--- config.mk ---
export PLATFORM = sky130hd
export DESIGN_NAME = fb_scanout
export DESIGN_NICKNAME = d
export VERILOG_FILES = /design/src/rtl/fbscan_pkg.sv /design/src/rtl/fbscan_timing.sv /design/src/rtl/fbscan_regs.sv /design/src/rtl/fbscan_fetch.sv /design/src/rtl/fb_scanout.sv
export SDC_FILE = /design/constraint.sdc
export NUM_CORES = 1
export LEC_CHECK = 0
export BUFFER_PORTS_ARGS = -buffer_cell sky130_fd_sc_hd__clkbuf_2
export CAP_MARGIN = 20
export CELL_PAD_IN_SITES_DETAIL_PLACEMENT = 1
export CELL_PAD_IN_SITES_GLOBAL_PLACEMENT = 1
export CORE_MARGIN = 2
export CORE_UTILIZATION = 46
export CTS_CLUSTER_DIAMETER = 100
export DETAILED_ROUTE_END_ITERATION = 16
export HOLD_SLACK_MARGIN = 0.05
export PLACE_DENSITY_LB_ADDON = 0.3
export SETUP_SLACK_MARGIN = 0.4
export SYNTH_ARGS = -nofsm -noshare
export SYNTH_HDL_FRONTEND = slang
export SYNTH_HIERARCHICAL = 1
export SYNTH_SLANG_ARGS = --single-unit
--- constraint.sdc ---
create_clock -name clk -period 4.58 [get_ports clk]
set_input_delay 0.916 -clock clk [delete_from_list [all_inputs] [get_ports clk]]
set_output_delay 0.916 -clock clk [all_outputs]
set_load 0.02 [all_outputs]
--- src/rtl/fbscan_pkg.sv ---
// Shared widths and the per-frame configuration record of the scan-out block.
// Assumes a 32-bit register and memory data path.
package fbscan_pkg;
    parameter int FB_AW = 32;   // byte address width
    parameter int FB_DW = 32;   // memory / register word width

    typedef struct packed {
        logic [FB_AW-1:0] base;  // aligned frame base (byte address)
        logic             rot;   // 180-degree walk
        logic             en;    // display on
    } fb_cfg_t;
endpackage

--- src/rtl/fbscan_timing.sv ---
// Free-running raster counters for one fixed video mode.
// Assumes all porch/sync lengths are at least 1; syncs are whole-line for vertical.
module fbscan_timing #(
    parameter int H_ACTIVE = 640,
    parameter int H_FRONT  = 16,
    parameter int H_SYNC   = 96,
    parameter int H_BACK   = 48,
    parameter int V_ACTIVE = 480,
    parameter int V_FRONT  = 10,
    parameter int V_SYNC   = 2,
    parameter int V_BACK   = 33
) (
    input  logic clk,
    input  logic rst_n,
    output logic pix_active,
    output logic hsync_act,
    output logic vsync_act,
    output logic frame_latch
);
    localparam int HTOT = H_ACTIVE + H_FRONT + H_SYNC + H_BACK;
    localparam int VTOT = V_ACTIVE + V_FRONT + V_SYNC + V_BACK;
    localparam int HW   = $clog2(HTOT);
    localparam int VW   = $clog2(VTOT);
    localparam logic [HW-1:0] H_LAST = HW'(HTOT - 1);
    localparam logic [HW-1:0] H_VIS  = HW'(H_ACTIVE);
    localparam logic [HW-1:0] H_S0   = HW'(H_ACTIVE + H_FRONT);
    localparam logic [HW-1:0] H_S1   = HW'(H_ACTIVE + H_FRONT + H_SYNC);
    localparam logic [VW-1:0] V_LAST = VW'(VTOT - 1);
    localparam logic [VW-1:0] V_VIS  = VW'(V_ACTIVE);
    localparam logic [VW-1:0] V_S0   = VW'(V_ACTIVE + V_FRONT);
    localparam logic [VW-1:0] V_S1   = VW'(V_ACTIVE + V_FRONT + V_SYNC);

    logic [HW-1:0] hcnt_q;
    logic [VW-1:0] vcnt_q;

    // Advance the pixel and line counters, wrapping at the frame end.
    always_ff @(posedge clk) begin
        if (!rst_n) begin
            hcnt_q <= '0;
            vcnt_q <= '0;
        end else if (hcnt_q == H_LAST) begin
            hcnt_q <= '0;
            vcnt_q <= (vcnt_q == V_LAST) ? '0 : vcnt_q + 1'b1;
        end else begin
            hcnt_q <= hcnt_q + 1'b1;
        end
    end

    // Decode visible area, sync windows and the per-frame capture point.
    always_comb begin
        pix_active  = (hcnt_q < H_VIS) && (vcnt_q < V_VIS);
        hsync_act   = (hcnt_q >= H_S0) && (hcnt_q < H_S1);
        vsync_act   = (vcnt_q >= V_S0) && (vcnt_q < V_S1);
        frame_latch = (vcnt_q == V_LAST) && (hcnt_q == '0);
    end

    a_r1_sync_outside_active: assert property (@(posedge clk) disable iff (!rst_n)
        (hsync_act || vsync_act) |-> !pix_active);
endmodule

--- src/rtl/fbscan_regs.sv ---
// Software-visible base and control registers plus the frame-synchronous copy.
// Assumes single-cycle writes; only byte offsets 0 and 4 decode.
module fbscan_regs
    import fbscan_pkg::*;
#(
    parameter int BASE_KEEP = 11
) (
    input  logic             clk,
    input  logic             rst_n,
    input  logic             reg_we,
    input  logic [2:0]       reg_addr,
    input  logic [FB_DW-1:0] reg_wdata,
    output logic [FB_DW-1:0] reg_rdata,
    input  logic             frame_latch,
    output fb_cfg_t          cfg_q
);
    localparam int LOW = FB_AW - BASE_KEEP;

    logic [FB_AW-1:0] base_q;
    logic             en_q;
    logic             rot_q;
    logic             sel_base;
    logic             sel_ctrl;

    assign sel_base = (reg_addr == 3'd0);
    assign sel_ctrl = (reg_addr == 3'd4);

    // Store software writes; the base keeps only its top bits.
    always_ff @(posedge clk) begin
        if (!rst_n) begin
            base_q <= '0;
            en_q   <= 1'b0;
            rot_q  <= 1'b0;
        end else if (reg_we) begin
            if (sel_base) base_q <= {reg_wdata[FB_DW-1 -: BASE_KEEP], {LOW{1'b0}}};
            if (sel_ctrl) begin
                en_q  <= reg_wdata[0];
                rot_q <= reg_wdata[1];
            end
        end
    end

    // Read-back multiplexer.
    always_comb begin
        if (sel_base)      reg_rdata = base_q;
        else if (sel_ctrl) reg_rdata = {{(FB_DW-2){1'b0}}, rot_q, en_q};
        else               reg_rdata = '0;
    end

    // Copy the programmed values into the live frame configuration.
    always_ff @(posedge clk) begin
        if (!rst_n)           cfg_q <= '0;
        else if (frame_latch) cfg_q <= '{base: base_q, rot: rot_q, en: en_q};
    end

    a_r6_base_low_zero: assert property (@(posedge clk) disable iff (!rst_n)
        sel_base |-> (reg_rdata[LOW-1:0] == '0));
    a_r7_ctrl_upper_zero: assert property (@(posedge clk) disable iff (!rst_n)
        sel_ctrl |-> (reg_rdata[FB_DW-1:2] == '0));
endmodule

--- src/rtl/fbscan_fetch.sv ---
// Address walker and prefetch buffer: requests each visible word of the frame
// once, in scan or reversed order, and buffers returned colour bits.
// Assumes in-order read returns and a memory that keeps pace with the display.
module fbscan_fetch
    import fbscan_pkg::*;
#(
    parameter int H_ACTIVE   = 640,
    parameter int V_ACTIVE   = 480,
    parameter int ROW_STRIDE = 1024,
    parameter int FIFO_DEPTH = 16
) (
    input  logic             clk,
    input  logic             rst_n,
    input  fb_cfg_t          cfg,
    input  logic             frame_latch,
    input  logic             pop,
    output logic             mem_req,
    input  logic             mem_ready,
    output logic [FB_AW-1:0] mem_addr,
    input  logic             mem_rvalid,
    input  logic [FB_DW-1:0] mem_rdata,
    output logic [23:0]      head,
    output logic             empty
);
    localparam int CW = $clog2(H_ACTIVE);
    localparam int RW = $clog2(V_ACTIVE);
    localparam int PW = $clog2(FIFO_DEPTH);
    localparam logic [CW-1:0] COL_LAST = CW'(H_ACTIVE - 1);
    localparam logic [RW-1:0] ROW_LAST = RW'(V_ACTIVE - 1);

    logic [CW-1:0]    col_q;
    logic [RW-1:0]    row_q;
    logic             done_q;
    logic [PW:0]      wp_q, rp_q, inflight_q, count;
    logic [PW+1:0]    occupancy;
    logic [23:0]      buf_q [FIFO_DEPTH];
    logic [CW-1:0]    col_m;
    logic [RW-1:0]    row_m;
    logic [FB_AW-1:0] offs;
    logic             acc;
    logic             unused_pad;

    assign unused_pad = ^mem_rdata[FB_DW-1:24];

    // Request decision and address mapping (forward or reversed walk).
    always_comb begin
        count     = wp_q - rp_q;
        occupancy = {1'b0, count} + {1'b0, inflight_q};
        mem_req   = cfg.en && !done_q && !frame_latch && (occupancy < (PW+2)'(FIFO_DEPTH));
        acc       = mem_req && mem_ready;
        col_m     = cfg.rot ? COL_LAST - col_q : col_q;
        row_m     = cfg.rot ? ROW_LAST - row_q : row_q;
        offs      = FB_AW'(row_m) * FB_AW'(ROW_STRIDE) + FB_AW'(col_m);
        mem_addr  = cfg.base + {offs[FB_AW-3:0], 2'b00};
        empty     = (count == '0);
        head      = buf_q[rp_q[PW-1:0]];
    end

    // Step through visible columns and rows on each accepted request.
    always_ff @(posedge clk) begin
        if (!rst_n) begin
            col_q  <= '0;
            row_q  <= '0;
            done_q <= 1'b1;
        end else if (frame_latch) begin
            col_q  <= '0;
            row_q  <= '0;
            done_q <= 1'b0;
        end else if (acc) begin
            if (col_q == COL_LAST) begin
                col_q <= '0;
                if (row_q == ROW_LAST) done_q <= 1'b1;
                else                   row_q  <= row_q + 1'b1;
            end else begin
                col_q <= col_q + 1'b1;
            end
        end
    end

    // Capture returned colour bits into the buffer.
    always_ff @(posedge clk) begin
        if (mem_rvalid) buf_q[wp_q[PW-1:0]] <= mem_rdata[23:0];
    end

    // Track buffer pointers and words still in flight.
    always_ff @(posedge clk) begin
        if (!rst_n) begin
            wp_q       <= '0;
            rp_q       <= '0;
            inflight_q <= '0;
        end else begin
            wp_q       <= wp_q + (PW+1)'(mem_rvalid);
            rp_q       <= rp_q + (PW+1)'(pop && !empty);
            inflight_q <= inflight_q + (PW+1)'(acc) - (PW+1)'(mem_rvalid);
        end
    end

    a_r10_addr_hold: assert property (@(posedge clk) disable iff (!rst_n)
        (mem_req && !mem_ready) |=> (mem_req && $stable(mem_addr)));
    a_r10_no_overflow: assert property (@(posedge clk) disable iff (!rst_n)
        mem_rvalid |-> (count < (PW+1)'(FIFO_DEPTH)));
    a_r9_drained_at_capture: assert property (@(posedge clk) disable iff (!rst_n)
        frame_latch |-> (inflight_q == '0 && count == '0));
endmodule

--- src/rtl/fb_scanout.sv ---
// Top of the frame buffer scan-out controller: timing, registers, fetch and a
// single aligned output register stage for colour, syncs and data-enable.
// Assumes memory returns words in order and fast enough for the pixel rate.
module fb_scanout
    import fbscan_pkg::*;
#(
    parameter int H_ACTIVE   = 640,
    parameter int H_FRONT    = 16,
    parameter int H_SYNC     = 96,
    parameter int H_BACK     = 48,
    parameter int V_ACTIVE   = 480,
    parameter int V_FRONT    = 10,
    parameter int V_SYNC     = 2,
    parameter int V_BACK     = 33,
    parameter int ROW_STRIDE = 1024,
    parameter int BASE_KEEP  = 11,
    parameter int FIFO_DEPTH = 16
) (
    input  logic        clk,
    input  logic        rst_n,
    input  logic        reg_we,
    input  logic [2:0]  reg_addr,
    input  logic [31:0] reg_wdata,
    output logic [31:0] reg_rdata,
    output logic        mem_req,
    input  logic        mem_ready,
    output logic [31:0] mem_addr,
    input  logic        mem_rvalid,
    input  logic [31:0] mem_rdata,
    output logic [7:0]  rgb_r,
    output logic [7:0]  rgb_g,
    output logic [7:0]  rgb_b,
    output logic        hsync_n,
    output logic        vsync_n,
    output logic        de
);
    logic        pix_active, hsync_act, vsync_act, frame_latch;
    logic        pop, empty;
    logic [23:0] head;
    fb_cfg_t     cfg;

    fbscan_timing #(
        .H_ACTIVE(H_ACTIVE), .H_FRONT(H_FRONT), .H_SYNC(H_SYNC), .H_BACK(H_BACK),
        .V_ACTIVE(V_ACTIVE), .V_FRONT(V_FRONT), .V_SYNC(V_SYNC), .V_BACK(V_BACK)
    ) u_timing (
        .clk(clk), .rst_n(rst_n), .pix_active(pix_active), .hsync_act(hsync_act),
        .vsync_act(vsync_act), .frame_latch(frame_latch)
    );

    fbscan_regs #(.BASE_KEEP(BASE_KEEP)) u_regs (
        .clk(clk), .rst_n(rst_n), .reg_we(reg_we), .reg_addr(reg_addr),
        .reg_wdata(reg_wdata), .reg_rdata(reg_rdata), .frame_latch(frame_latch),
        .cfg_q(cfg)
    );

    fbscan_fetch #(
        .H_ACTIVE(H_ACTIVE), .V_ACTIVE(V_ACTIVE), .ROW_STRIDE(ROW_STRIDE),
        .FIFO_DEPTH(FIFO_DEPTH)
    ) u_fetch (
        .clk(clk), .rst_n(rst_n), .cfg(cfg), .frame_latch(frame_latch), .pop(pop),
        .mem_req(mem_req), .mem_ready(mem_ready), .mem_addr(mem_addr),
        .mem_rvalid(mem_rvalid), .mem_rdata(mem_rdata), .head(head), .empty(empty)
    );

    assign pop = pix_active && cfg.en;

    // Register all display outputs together so they leave on the same edge.
    always_ff @(posedge clk) begin
        if (!rst_n) begin
            de                    <= 1'b0;
            {rgb_r, rgb_g, rgb_b} <= '0;
            hsync_n               <= 1'b1;
            vsync_n               <= 1'b1;
        end else begin
            de                    <= pop;
            {rgb_r, rgb_g, rgb_b} <= (pop && !empty) ? head : 24'h0;
            hsync_n               <= !hsync_act;
            vsync_n               <= !vsync_act;
        end
    end

    a_r2_de_outside_sync: assert property (@(posedge clk) disable iff (!rst_n)
        de |-> (hsync_n && vsync_n));
    a_r8_blank_black: assert property (@(posedge clk) disable iff (!rst_n)
        !de |-> ({rgb_r, rgb_g, rgb_b} == 24'h0));
    a_r8_quiet_when_off: assert property (@(posedge clk) disable iff (!rst_n)
        !cfg.en |-> (!mem_req && !de));
endmodule

# Word level (Yosys, flattened, before mapping)

Memory sizes are Yosys's and may differ from the RTL's. A register that Yosys moved wholly into a read port is not among the register bits.
Cells that the tools add are included.

Bitwise gates (word level): 2
Equal/unequal tests: 5
Mux-type cells: 12
Add/subtract/negate cells: 14
Reductions and logical operators: 29
Magnitude comparators: 7

Operators with widths:

| cell                                                                                 | count |
|---|---|
| 32-bit adder                                                                         | 1 |
| 32-bit two-way mux                                                                   | 1 |
| 10-bit by 1-bit adder with 10-bit output, second input constant                      | 3 |
| 10-bit == test, second input constant                                                | 3 |
| 10-bit two-way mux                                                                   | 3 |
| 19-bit by 10-bit adder with 20-bit output                                            | 1 |
| 10-bit < comparator, second input constant                                           | 2 |
| 10-bit by 9-bit < comparator with 1-bit output, second input constant                | 2 |
| 5-bit by 1-bit adder with 5-bit output                                               | 3 |
| 10-bit greater-or-equal comparator, second input constant                            | 1 |
| 10-bit by 9-bit greater-or-equal comparator with 1-bit output, second input constant | 1 |
| 1-bit logical AND                                                                    | 10 |
| 10-bit zero test                                                                     | 1 |
| 10-bit subtractor, first input constant                                              | 1 |
| 9-bit by 1-bit adder with 9-bit output, second input constant                        | 1 |
| 9-bit == test, second input constant                                                 | 1 |
| 9-bit two-way mux                                                                    | 1 |
| 9-bit subtractor, first input constant                                               | 1 |
| 5-bit by 5-bit adder with 6-bit output                                               | 1 |
| 1-bit zero test                                                                      | 6 |
| 6-bit by 5-bit < comparator with 1-bit output, second input constant                 | 1 |
| 1-bit two-way mux                                                                    | 6 |
| 2-bit AND reduction                                                                  | 3 |
| 3-bit AND reduction                                                                  | 2 |
| other kinds (9)                                                                      | 13 |

Bits in registers: 84
Memory bits (writable): 384
Memories kept: 1
Output and inout bits: 92

Memory list:

| name          | words | bits a word | rd ports | clocked after Yosys merged registers in | write ports | line               | text |
|---|---|---|---|---|---|---|---|
| u_fetch.buf_q | 16    | 24          | 1        | 1                                       | 1           | fbscan_fetch.sv:36 | `logic [23:0] buf_q [FIFO_DEPTH];` |

# Longest topological paths before layout

Depth in word-level cells: 8
Depth in mapped cells: 22
Gate-level depth less buffers: 21

# By module

Netlist, hierarchy kept.

By module, submodules not included:

| module        | cells an instance | area each (um^2) | times used |
|---|---|---|---|
| fbscan_fetch  | 979               | 17863.4          | 1 |
| fbscan_regs   | 157               | 1435.1           | 1 |
| fbscan_timing | 129               | 1068.5           | 1 |
| fb_scanout    | 58                | 764.5            | 1 |

# Worst setup path before layout

Ideal clock, no wire load.

Kind: reg-to-reg
Start point: register u_fetch.rp_q[1]
End point: register u_fetch.inflight_q[4]
Cell stages (with the launch flop): 23
Data arrival time: 4.784 ns
Setup slack: -0.319 ns
Data required time: 4.465 ns
Path through: dfxtp_1 > clkbuf_1 > clkbuf_1 > clkbuf_1 > inv_1 > fa_1 > a21o_1 > a21oi_1 > xnor2_1 > ha_1 > nor4_2 > nand3b_2 > or3b_2 > ha_1 > inv_1 > ha_1 > inv_1 > fa_1 > inv_1 > a21o_1 > a21oi_1 > xnor2_1 > and2_1

Cells in the longest elaborated chain, start to end: 7

Ends and longest elaborated chain:

| element                                       | line               | text |
|---|---|---|
| start: declaration                            | fbscan_fetch.sv:34 | `logic [PW:0] wp_q, rp_q, inflight_q, count;` |
| start signal: assignment                      | fbscan_fetch.sv:93 | `rp_q <= rp_q + (PW+1)'(pop && !empty);` |
| 5-bit subtractor                              | fbscan_fetch.sv:47 | `count = wp_q - rp_q;` |
| 5-bit by 5-bit adder with 6-bit output        | fbscan_fetch.sv:48 | `occupancy = {1'b0, count} + {1'b0, inflight_q};` |
| 6-bit by 5-bit < comparator with 1-bit output | fbscan_fetch.sv:49 | `mem_req = cfg.en && !done_q && !frame_latch && (occupancy < (PW+2)'(FIFO_DEPTH));` |
| 1-bit logical AND                             | fbscan_fetch.sv:49 |  |
| 1-bit logical AND                             | fbscan_fetch.sv:50 | `acc = mem_req && mem_ready;` |
| 5-bit by 1-bit adder with 5-bit output        | fbscan_fetch.sv:94 | `inflight_q <= inflight_q + (PW+1)'(acc) - (PW+1)'(mem_rvalid);` |
| 5-bit by 1-bit subtractor with 5-bit output   | fbscan_fetch.sv:94 |  |
| end signal: assignment                        | fbscan_fetch.sv:94 |  |
| end: declaration                              | fbscan_fetch.sv:34 |  |

Every way passes these cells.
A chain may end at the register's enable or synchronous reset.

# Worst setup path after layout

Start point: register u_fetch.wp_q[1]
End point: register u_fetch.inflight_q[4]

Cells in the longest elaborated chain, start to end: 7

Ends and longest elaborated chain:

| element                                       | line               | text |
|---|---|---|
| start: declaration                            | fbscan_fetch.sv:34 |  |
| start signal: assignment                      | fbscan_fetch.sv:92 | `wp_q <= wp_q + (PW+1)'(mem_rvalid);` |
| 5-bit subtractor                              | fbscan_fetch.sv:47 |  |
| 5-bit by 5-bit adder with 6-bit output        | fbscan_fetch.sv:48 |  |
| 6-bit by 5-bit < comparator with 1-bit output | fbscan_fetch.sv:49 |  |
| 1-bit logical AND                             | fbscan_fetch.sv:49 |  |
| 1-bit logical AND                             | fbscan_fetch.sv:50 |  |
| 5-bit by 1-bit adder with 5-bit output        | fbscan_fetch.sv:94 |  |
| 5-bit by 1-bit subtractor with 5-bit output   | fbscan_fetch.sv:94 |  |

Every way passes these cells.

==> summary.md <==
| Metric | Value |
|---|---|
| Setup TNS | 0 ns |
| IO Pins | 164 |
| Core Footprint | 0.0454 mm^2 |
| Reg area | 0.0137 mm^2 |
| Vias in the first global route | 12400 |
| Crit path DAT | 4.47 ns |
| Fraction of registers with async set/reset | 0% |
| Crit Path Max Fanout | 11 |
| Clock Path Buffers | 3 |
| Num CTS Buffers | 50 |
| CP Launch Type | flip-flop |
| Pin count of the biggest net entering global routing | 98 |
| Critical path capture point type | flip-flop |
| Synth cell types | 72 |
| FP Rows | 78 |
| CTS Root Cell | clkbuf_16 |
| Initial antenna violation count | 1 |
| YS warnings | 6 |
| Slew HR | 30.3% |
| Worst path required time | 5.05 ns |
| # hold bufs at CTS | 0 |
| Synth area leaders | edfxtp_1 55%, mux4_2 13%, dfxtp_1 10% |
| Leak | 8.42 nW |
| Avg Vias per Cell | 5.55 |
| Period utilization | 87.2% |
| Clk_lat worst skew | 0.58 ns |
| H-tree depth | 2 |
| TritonCTS clock tree | yes |
| Area leader, netlist | edfxtp_1 |
| Synth Cell Area | 0.0211 mm^2 |
| Post-synth EDFFs | 384 |
| ANT cells | 0 |
| Worst Max-Slew Pin Slew | 1.04 ns |
| Max-slew violations | 0 |
| Starting Density | 46.6% |
| Chip height | 218 um |
| Hold Path Class | flip-flop to flip-flop |
| Worst setup path class | flip-flop to flip-flop |
| Register area share after synthesis | 64.8% |
| Nets | 1589 |
| Setup violations, final | 0 |
| Number of DRC markers in iteration 0 | 778 |
| Multi-input gate area in the final layout | 0.00701 mm^2 |
| Max Cap Violations | 0 |
| Die width | 218 um |
| Remaining antenna violation count after routing | 0 |
| First-pass GRT wire length | 74400 um |
| Max frequency | 0.250 GHz |
| All-layer global routing usage | 20.9% |
| Port Buffer Count | 115 |
| DIE AREA | 0.0477 mm^2 |
| Fin. Hold Viols | 0 |
| Core Util, Final | 53.5% |
| Share of layout cells above drive strength 1 | 27.7% |
| Routed WL | 48700 um |
| RSZ-0062 raised after global routing | no |
| Synth cell count leaders | 384 x edfxtp_1, 120 x mux4_2, 108 x dfxtp_1 |
| Synth top area share | 54.6% |
| Fillers | 4319 |
| Worst Skew | 0.0138 ns |
| Cells after Synth | 1323 |
| Most instantiated library cell after synthesis | edfxtp_1 |
| WL/cell | 23.1 um |
| Crit path time final | 3.99 ns |
| RePlAce Congestion | 0.806 |
| Post-Syn Area per Cell | 16.0 um^2 |
| Post-synthesis register bit count | 492 |
| Gr ovfl total | 0 |
| DRC | 0 |
| Power density cells | 399 mW/mm^2 |
| Sinks on Clock Net | 492 |
| 1st-pass router iterations | 5 |
| Outcome | complete, no violations |
| Via count | 11700 |
| Ys flop type | edfxtp_1 |
| VDD IR-drop max | 524 uV |
| HPWL after detailed placement | 28700 um |
| CTS clk-pin slew, worst paths | 0.06 ns |
| Layout area overhead | 14.9% |
==> path summary, 6_finish.rpt <==
| path | from | to | slack, ns | cells after the start |
|---|---|---|---|---|
| worst min-delay path | u_regs/base_q[21] | u_regs/base_q[21] | 0.48 | 2 |
| worst max register to register | u_fetch/wp_q[1] | u_fetch/inflight_q[4] | 0.59 | 18 |
| worst min register to register | u_regs/base_q[21] | u_regs/base_q[21] | 0.48 | 2 |
| worst max-delay path | u_fetch/wp_q[1] | u_fetch/inflight_q[4] | 0.59 | 18 |
==> stage by stage <==
stage          total power, mW  hold slack [ns]  worst slack [ns]  std cells  area, um^2
2_1_floorplan             5.25            0.441             0.408       1362       21300
3_5_place_dp              5.38            0.469             0.352       2008       22400
5_1_grt                   9.99            0.507             0.392       2109       24300
6_report                  9.69            0.478             0.587       2109       24300
3_3_place_gp              5.36            0.459             0.474       2008       22400
4_1_cts                   9.79            0.482             0.404       2101       24200
==> report_power, final <==
group | switching, mW | leakage, nW | internal, mW
registers | 0.0332 | 4.34 | 4.87
clock network | 1.72 | 0.870 | 2.68
logic | 0.240 | 3.20 | 0.159
==> cell usage in the layout (no fill, tap or decap), drive strengths merged, types with 11 or more instances in the layout <==
master	n
nor4	15
conb	40
nor2	60
buf	38
dfxtp	108
nor2b	18
xnor2	48
nand3	24
mux4	120
nand4	23
nor3	15
clkbuf	176
inv	36
ha	46
clkinv	14
edfxtp	384
o21ai	19
and2	58
a21oi	37
a21o	11
nand2	65
xor2	31
mux2i	30
==> timing repair <==
action                     CTS  global route
buffers inserted             0             6
setup endpoints to repair    2             2
gates resized for setup      6            10
pin swaps                    3            10
==> registers in the layout, summed over array words and instances, names as in the netlist, 8 cells and up <==
| signal | count |
|---|---|
| rgb_r | 8 |
| rgb_g | 8 |
| rgb_b | 8 |
| u_fetch/row_q | 9 |
| u_fetch/col_q | 10 |
| u_timing/hcnt_q | 10 |
| u_regs/cfg_q | 13 |
| u_timing/vcnt_q | 10 |
| u_regs/base_q | 11 |
| u_fetch/buf_q | 384 |
==> area by class of cell <==
cell class / instances / share of cell area (%)
clock buffers: 62 / 5.59
well taps: 600 / 3.09
multi-input cells: 740 / 28.9
clock inverters: 31 / 1.75
flip-flops and latches: 492 / 56.4
inverters: 32 / 0.495
repair buffers: 152 / 3.76
==> cell families after synthesis <==
group           share of synthesized area, %
flops                                   64.8
buf+inv                                 3.26
compound gates                          2.94
simple gates                            8.44
xor+xnor                                3.27
fa+ha+maj                               3.01
other cells                           0.0177
mux                                     14.3
==> metal layers <==
metal | track usage (%) | routed length, um
met5 | 0 | 13
met4 | 6.44 | 1180
met3 | 4.11 | 2930
met2 | 36.3 | 24900
met1 | 26.5 | 19600
==> critical path, stage by stage, from the launching register on <==
cell	delay, ns
dfxtp_1	0.47
fa_2	0.46
a21o_1	0.17
a21oi_2	0.19
xnor2_2	0.15
ha_1	0.26
nor4_2	0.29
nand3b_2	0.12
or3b_4	0.43
ha_4	0.22
inv_1	0.05
ha_2	0.18
inv_2	0.04
fa_2	0.33
inv_1	0.06
a21o_1	0.12
a21oi_2	0.06
xnor2_1	0.12
and2_1	0.16
(Power assumes the default switching activity.)
